### src/rtl/epp_pkg.sv
// Package: shared state encoding and timing helpers for the EPP engine.
// Assumes: the clock frequency parameter is a whole number of hertz.
package epp_pkg;

    typedef enum logic [2:0] {
        ST_IDLE,    // standard-port behaviour
        ST_WAITLO,  // request held, waiting for wait line low
        ST_SETUP,   // direction / nWRITE / data set up
        ST_STROBE,  // strobe low, waiting for wait line high
        ST_TERM     // strobe released, waiting for wait line low
    } epp_state_t;

    // Number of clocks in the 10 us watchdog window.
    function automatic int wd_cycles(input longint hz);
        return int'(hz / 100_000);
    endfunction

endpackage

### src/rtl/epp_sync.sv
// Module: multi-stage synchronizer for one asynchronous level.
// Assumes: the input is a slow level; the reset value is the idle level.
module epp_sync #(
    parameter int    STAGES   = 2,
    parameter bit    RST_VAL  = 1'b1
) (
    input  logic clk,
    input  logic rst_n,
    input  logic din,
    output logic dout
);
    logic [STAGES-1:0] chain;

    // Shift the level through the flop chain.
    always_ff @(posedge clk) begin
        if (!rst_n) chain <= {STAGES{RST_VAL}};
        else        chain <= {chain[STAGES-2:0], din};
    end

    assign dout = chain[STAGES-1];
endmodule

### src/rtl/epp_watchdog.sv
// Module: cycle watchdog; counts clocks while a cycle runs, flags expiry.
// Assumes: run falls for at least one clock between cycles, which restarts the count.
module epp_watchdog #(
    parameter int LIMIT = 1250
) (
    input  logic clk,
    input  logic rst_n,
    input  logic run,
    output logic expire
);
    localparam int CW = $clog2(LIMIT + 1);
    logic [CW-1:0] cnt;

    // Count clocks of the running cycle; restart when idle.
    always_ff @(posedge clk) begin
        if (!rst_n)    cnt <= '0;
        else if (run)  cnt <= cnt + 1'b1;
        else           cnt <= '0;
    end

    assign expire = run && (cnt == CW'(LIMIT - 1));

    // An expiry must end the cycle on the next clock.
    assert_abort_ends_R9: assert property (@(posedge clk) disable iff (!rst_n)
        expire |=> !run);
endmodule

### src/rtl/epp_cycle_engine.sv
// Module: host-side EPP cycle engine (top).
// Sequences one data or address cycle per request against the peripheral
// wait line, stands in for the standard port between cycles, and aborts
// cycles that exceed the watchdog window.
// Assumes: requests come only while host_ready is 1; n_wait is asynchronous.
module epp_cycle_engine
    import epp_pkg::*;
#(
    parameter longint CLK_HZ      = 125_000_000,
    parameter int     DW          = 8,
    parameter int     SYNC_STAGES = 2
) (
    input  logic          clk,
    input  logic          rst_n,
    input  logic          req_valid,
    input  logic          req_write,
    input  logic          req_addr,
    input  logic [DW-1:0] req_wdata,
    output logic [DW-1:0] rd_data,
    output logic          rd_valid,
    output logic          host_ready,
    input  logic          stat_wr,
    input  logic          stat_wbit0,
    input  logic          stat_clr,
    output logic          stat_timeout,
    input  logic [DW-1:0] spp_data,
    input  logic          spp_strobe,
    input  logic          spp_autofd,
    input  logic          spp_init,
    input  logic          spp_pcd,
    input  logic          n_wait,
    input  logic [DW-1:0] pd_in,
    output logic [DW-1:0] pd_out,
    output logic          pd_oe,
    output logic          pdir,
    output logic          n_write,
    output logic          n_datastb,
    output logic          n_addrstb,
    output logic          ctl_strobe,
    output logic          ctl_autofd,
    output logic          ctl_init
);
    localparam int WD_LIMIT = wd_cycles(CLK_HZ);

    epp_state_t    state;
    logic          wait_s;
    logic          abort;
    logic          cyc_wr;
    logic          cyc_addr;
    logic [DW-1:0] cyc_data;
    logic          bus_owned;
    logic          strb_on;

    epp_sync #(.STAGES(SYNC_STAGES), .RST_VAL(1'b1)) u_sync (
        .clk   (clk),
        .rst_n (rst_n),
        .din   (n_wait),
        .dout  (wait_s)
    );

    epp_watchdog #(.LIMIT(WD_LIMIT)) u_wd (
        .clk    (clk),
        .rst_n  (rst_n),
        .run    (state != ST_IDLE),
        .expire (abort)
    );

    // Cycle sequencer: request capture, handshake phases and read capture.
    always_ff @(posedge clk) begin
        if (!rst_n) begin
            state    <= ST_IDLE;
            cyc_wr   <= 1'b0;
            cyc_addr <= 1'b0;
            cyc_data <= '0;
            rd_data  <= '0;
            rd_valid <= 1'b0;
        end else begin
            rd_valid <= 1'b0;
            if (abort) begin
                state <= ST_IDLE;
            end else begin
                case (state)
                    ST_IDLE: if (req_valid) begin
                        cyc_wr   <= req_write;
                        cyc_addr <= req_addr;
                        cyc_data <= req_wdata;
                        state    <= ST_WAITLO;
                    end
                    ST_WAITLO: if (!wait_s) state <= ST_SETUP;
                    ST_SETUP:  state <= ST_STROBE;
                    ST_STROBE: if (wait_s) begin
                        if (!cyc_wr) begin
                            rd_data  <= pd_in;
                            rd_valid <= 1'b1;
                        end
                        state <= ST_TERM;
                    end
                    ST_TERM:   if (!wait_s) state <= ST_IDLE;
                    default:   state <= ST_IDLE;
                endcase
            end
        end
    end

    // Sticky timeout flag; an abort outranks a clear in the same clock.
    always_ff @(posedge clk) begin
        if (!rst_n)                                   stat_timeout <= 1'b0;
        else if (abort)                               stat_timeout <= 1'b1;
        else if (stat_clr || (stat_wr && stat_wbit0)) stat_timeout <= 1'b0;
    end

    // Pin multiplexing between cycle-driven and standard-port values.
    always_comb begin
        bus_owned  = (state == ST_SETUP) || (state == ST_STROBE) || (state == ST_TERM);
        strb_on    = (state == ST_STROBE);
        n_write    = !(bus_owned && cyc_wr);
        pd_oe      = bus_owned ? cyc_wr   : !spp_pcd;
        pdir       = bus_owned ? !cyc_wr  : spp_pcd;
        pd_out     = bus_owned ? cyc_data : spp_data;
        n_datastb  = !(strb_on && !cyc_addr);
        n_addrstb  = !(strb_on && cyc_addr);
        host_ready = (state == ST_IDLE) || (state == ST_TERM);
        ctl_strobe = (state == ST_IDLE) ? spp_strobe : 1'b1;
        ctl_autofd = (state == ST_IDLE) ? spp_autofd : 1'b1;
        ctl_init   = (state == ST_IDLE) ? spp_init   : 1'b1;
    end

    // Both strobes are never low together.
    assert_strobe_exclusive_R6: assert property (@(posedge clk) disable iff (!rst_n)
        !(!n_datastb && !n_addrstb));

    // A strobe only starts after the synchronised wait line was seen low.
    assert_strobe_after_low_R3: assert property (@(posedge clk) disable iff (!rst_n)
        $fell(n_datastb && n_addrstb) |-> !$past(wait_s, 2));

    // During a read strobe the bus is released and the host is held.
    assert_read_strobe_R5: assert property (@(posedge clk) disable iff (!rst_n)
        ((!n_datastb || !n_addrstb) && n_write) |-> (!pd_oe && pdir && !host_ready));

    // During a write strobe the bus is driven.
    assert_write_strobe_R4: assert property (@(posedge clk) disable iff (!rst_n)
        ((!n_datastb || !n_addrstb) && !n_write) |-> (pd_oe && !pdir));

    // The timeout flag only falls after a clear request.
    assert_sticky_flag_R10: assert property (@(posedge clk) disable iff (!rst_n)
        $fell(stat_timeout) |-> $past(stat_clr || (stat_wr && stat_wbit0)));
endmodule

### config.mk
export PLATFORM = sky130hd
export DESIGN_NAME = epp_cycle_engine
export DESIGN_NICKNAME = d
export VERILOG_FILES = /design/src/rtl/epp_pkg.sv /design/src/rtl/epp_sync.sv /design/src/rtl/epp_watchdog.sv /design/src/rtl/epp_cycle_engine.sv
export SDC_FILE = /design/constraint.sdc
export NUM_CORES = 1
export LEC_CHECK = 0
export BUFFER_PORTS_ARGS = -buffer_cell sky130_fd_sc_hd__buf_2
export CAP_MARGIN = 40
export CORE_MARGIN = 1
export CORE_UTILIZATION = 52
export CTS_CLUSTER_SIZE = 30
export DETAILED_ROUTE_END_ITERATION = 7
export PLACE_DENSITY = 0.86
export SETUP_SLACK_MARGIN = 0.5
export SYNTH_ARGS = -nofsm -noshare
export SYNTH_HDL_FRONTEND = slang
export SYNTH_HIERARCHICAL = 1
export SYNTH_SLANG_ARGS = --single-unit
### constraint.sdc
create_clock -name clk -period 5 [get_ports clk]
set_input_delay 1.25 -clock clk [delete_from_list [all_inputs] [get_ports clk]]
set_output_delay 1.25 -clock clk [all_outputs]
set_load 0.02 [all_outputs]
==> results.toml <==
[synthesis]
ys_warn_count = 6
synth_area_leaders = "dfxtp_1 44%, mux2i_1 12%, nand2_1 9.5%, mux2_1 5.4%, a21oi_1 2.1%"
postSynthAreaPerCell_um2 = 9.20
syn-num-nets = 219
yosysMostFrequentCell = "nand2_1"
synth_top_cell_by_area = "dfxtp_1"
netlist_area_um2 = 1660
synthesis.instances = 180
synth_commonest_cells = "42 x nand2_1, 36 x dfxtp_1, 20 x mux2i_1"
ys_ff_latch = 36
yosys.area.top_type_share_pct = 43.5
ys_seq_area_share_pct = 43.5
synth_edf_count = 0
synth_ff_type = "dfxtp_1"
async_flop_share_pct = 0
synthDistinctLibCells = 34

[layout]
layout.nets = 283
utilization_pct = 70.3
area_delta_synth_final_pct = 28.5
final_cells = 289
drive_gt1_share_pct = 33.9
num_antenna_cells = 0
regArea_um2 = 721
multiInputGateArea_um2 = 876
num-fill-cells = 233

[pwr]
p_int_mw = 0.556
vdd_drop_max_uv = 209
p_leak_nw = 0.912
powerDensity_nw_per_um2 = 342
pwr-share-seq_pct = 42.8
p_comb_share_pct = 15.9
clkPwrFrac_pct = 41.4
switching_share_pct = 23.6
p_switching_mw = 0.172

[sta]
period_needed_ns = 3.22
setup_tns_ns = 0
finalMaxSlewViolations = 0
hold_viol_final = 0
period_share_pct = 64.4
slew_headroom_pct = 48.8
max_clock_freq_mhz = 311
finalSetupViolCount = 0
final.setup.worst_slack_ns = 1.78
rsz0062_at_grt = "no"
clock_skew_ns = 0.00734
worst_pin_slew_ns = 0.761
holdWs_ns = 0.410

[floorplanning]
num_rows = 20
coreArea_um2 = 3030
initial_core_util_pct = 54.7
dieArea_um2 = 3420
ios = 64
die_w_um = 58.4
die_h_um = 58.4

[route]
drtIter0Drc = 76
vias_per_cell = 5.03
routedWlPerCell_um = 11.6
wl_mm = 3.34
num_vias = 1453
wl_met3_um = 181
drt-met1-wl_mm = 1.51
ant_nets = 0
firstDrtPassIters = 7
highest_layer = "met4"
drc = 0
routed-wl-met2_mm = 1.62

[placement]
placed_cells = 281
dpl_worst_slack_ns = 1.95
port_buffers = 63
gp_congestion = 0.779
dpl.hpwl_mm = 2.46

[setup_path]
crit_slowest_cell = "dfxtp_1"
slowest_delay_ns = 0.48
cp-start-kind = "flop"
rr_worst_depth = 5
path_cells = "nor2_2 -> mux2i_1 -> buf_4 -> mux2_2 -> buf_2"
worst-path-max-fanout = 9
r2r_start = "u_wd/cnt[2]"
reg2reg_to = "cyc_data[3]"
critPathCaptureType = "output pin"
crit_type = "flop to output pin"
ff2ff_setup_slack_ns = 2.67
crit_required_ns = 3.75
arrival_ns = 1.97

[clock_network]
cts-hold-fix-buffers = 0
ctsRootBufferMaster = "clkbuf_4"
clkSinkCount = 36
numCtsBuffers = 5
clk_pin_slew_ns = 0.11
htreeDepth = 2
cts_resized = 0
cts_setup_buffers = 0
clockBufferDepth = 2
clock_latency_ns = 0.33
cts_tree = "built"

[global_route]
grt_max_degree = 44
antenna_found_initial = 0
grt_overflow_total = 0
grt_pass1_vias = 1280
grtUsageTotal_pct = 20.6
grt_pass1_wl_mm = 5.34

[min_path]
hold_end = "u_sync/chain[1]"
worstHoldPathType = "flop to flop"
worstHoldPathCells = 1
hold_path.startpoint = "u_sync/chain[0]"

[status]
status = "finished, final reports clean"

[flow_run]
cap_violations = 0
## final cells by class
cell class,instances,share of cell area (%)
Multi-Input combinational cell,131,41.2
Sequential cell,36,33.9
Timing Repair Buffer,65,15.5
Clock inverter,3,4.23
Tap cell,44,2.59
Clock buffer,5,1.76
Inverter,5,0.882
## power groups by stage
stage	Combinational (mW)	Sequential, mW	Clock (mW)
final	0.115	0.312	0.301
after global routing	0.126	0.314	0.321
after CTS	0.116	0.312	0.306
after detailed placement	0.115	0.318	0
after global placement	0.112	0.317	0
after floorplan	0.0771	0.318	0
## through the flow
stage                     cell area [µm²]  total power, mW
final                                2130            0.728
after CTS                            2130            0.734
after global routing                 2130            0.761
after global placement               1990            0.429
after floorplan                      1660            0.395
after detailed placement             2000            0.433
## worst max-delay path by stage
stage	slack [ns]	startpoint	cells past startpoint	endpoint
6_report	1.78	state[1]	5	pd_out[7]
5_1_grt	1.65	state[1]	5	pd_out[7]
4_1_cts	1.77	state[1]	5	pd_out[7]
3_5_place_dp	1.95	spp_pcd	3	pdir
3_3_place_gp	1.84	state[1]	4	pd_out[7]
2_1_floorplan	2.13	spp_data[0]	1	pd_out[0]
## layer usage
layer | track usage [%] | up-vias
met5 | 0 | -
met4 | 8.50 | 0
met3 | 5.71 | 4
met2 | 35.3 | 43
met1 | 24.2 | 650
li1 | - | 756
## flip-flops by register name (all words and copies together), names as in the netlist
name,flops
stat_timeout,1
cyc_wr,1
rd_valid,1
cyc_data,8
cyc_addr,1
rd_data,8
u_wd/cnt,11
state,3
u_sync/chain,2
## placed cells by master (no fill, tap or decap)
master	count
nor2_2	1
nand3_1	4
nand3b_1	2
or4_1	4
a21oi_1	7
mux2_2	1
buf_4	2
nand4_1	1
xor2_1	2
nand2_1	42
nor3_1	1
dfxtp_1	36
clkbuf_4	5
o21ai_0	2
inv_1	5
and2_1	1
nor2_1	6
nand4b_1	1
or3_1	2
o21a_1	1
o31ai_1	4
nand4bb_1	1
ha_1	2
nand4_4	1
or2_2	4
buf_2	63
nor4b_2	1
bufinv_16	3
and3_1	1
mux2_1	8
nand2b_1	3
or3_2	2
a211oi_1	3
mux2i_1	20
nor4_1	1
xnor2_1	2
## kinds of logic (layout without fill, tap and decap cells)
logic type | Yosys count | after routing | synth area share, %
mux | 29 | 29 | 18.2
flops | 36 | 36 | 43.5
fa+ha+maj | 2 | 2 | 1.51
xor+xnor | 4 | 4 | 2.12
buf+inv | 13 | 78 | 3.63
compound gates | 17 | 17 | 6.34
simple gates | 79 | 79 | 24.7
## worst max-delay path: cells and delay by family (launching register included)
family / cells / cell delay, ns
flip-flops: 1 / 0.48
AND/OR/NAND/NOR: 1 / 0.09
multiplexers: 2 / 0.65
buffers and inverters: 2 / 0.41
Power figures use the tool's default switching activity.
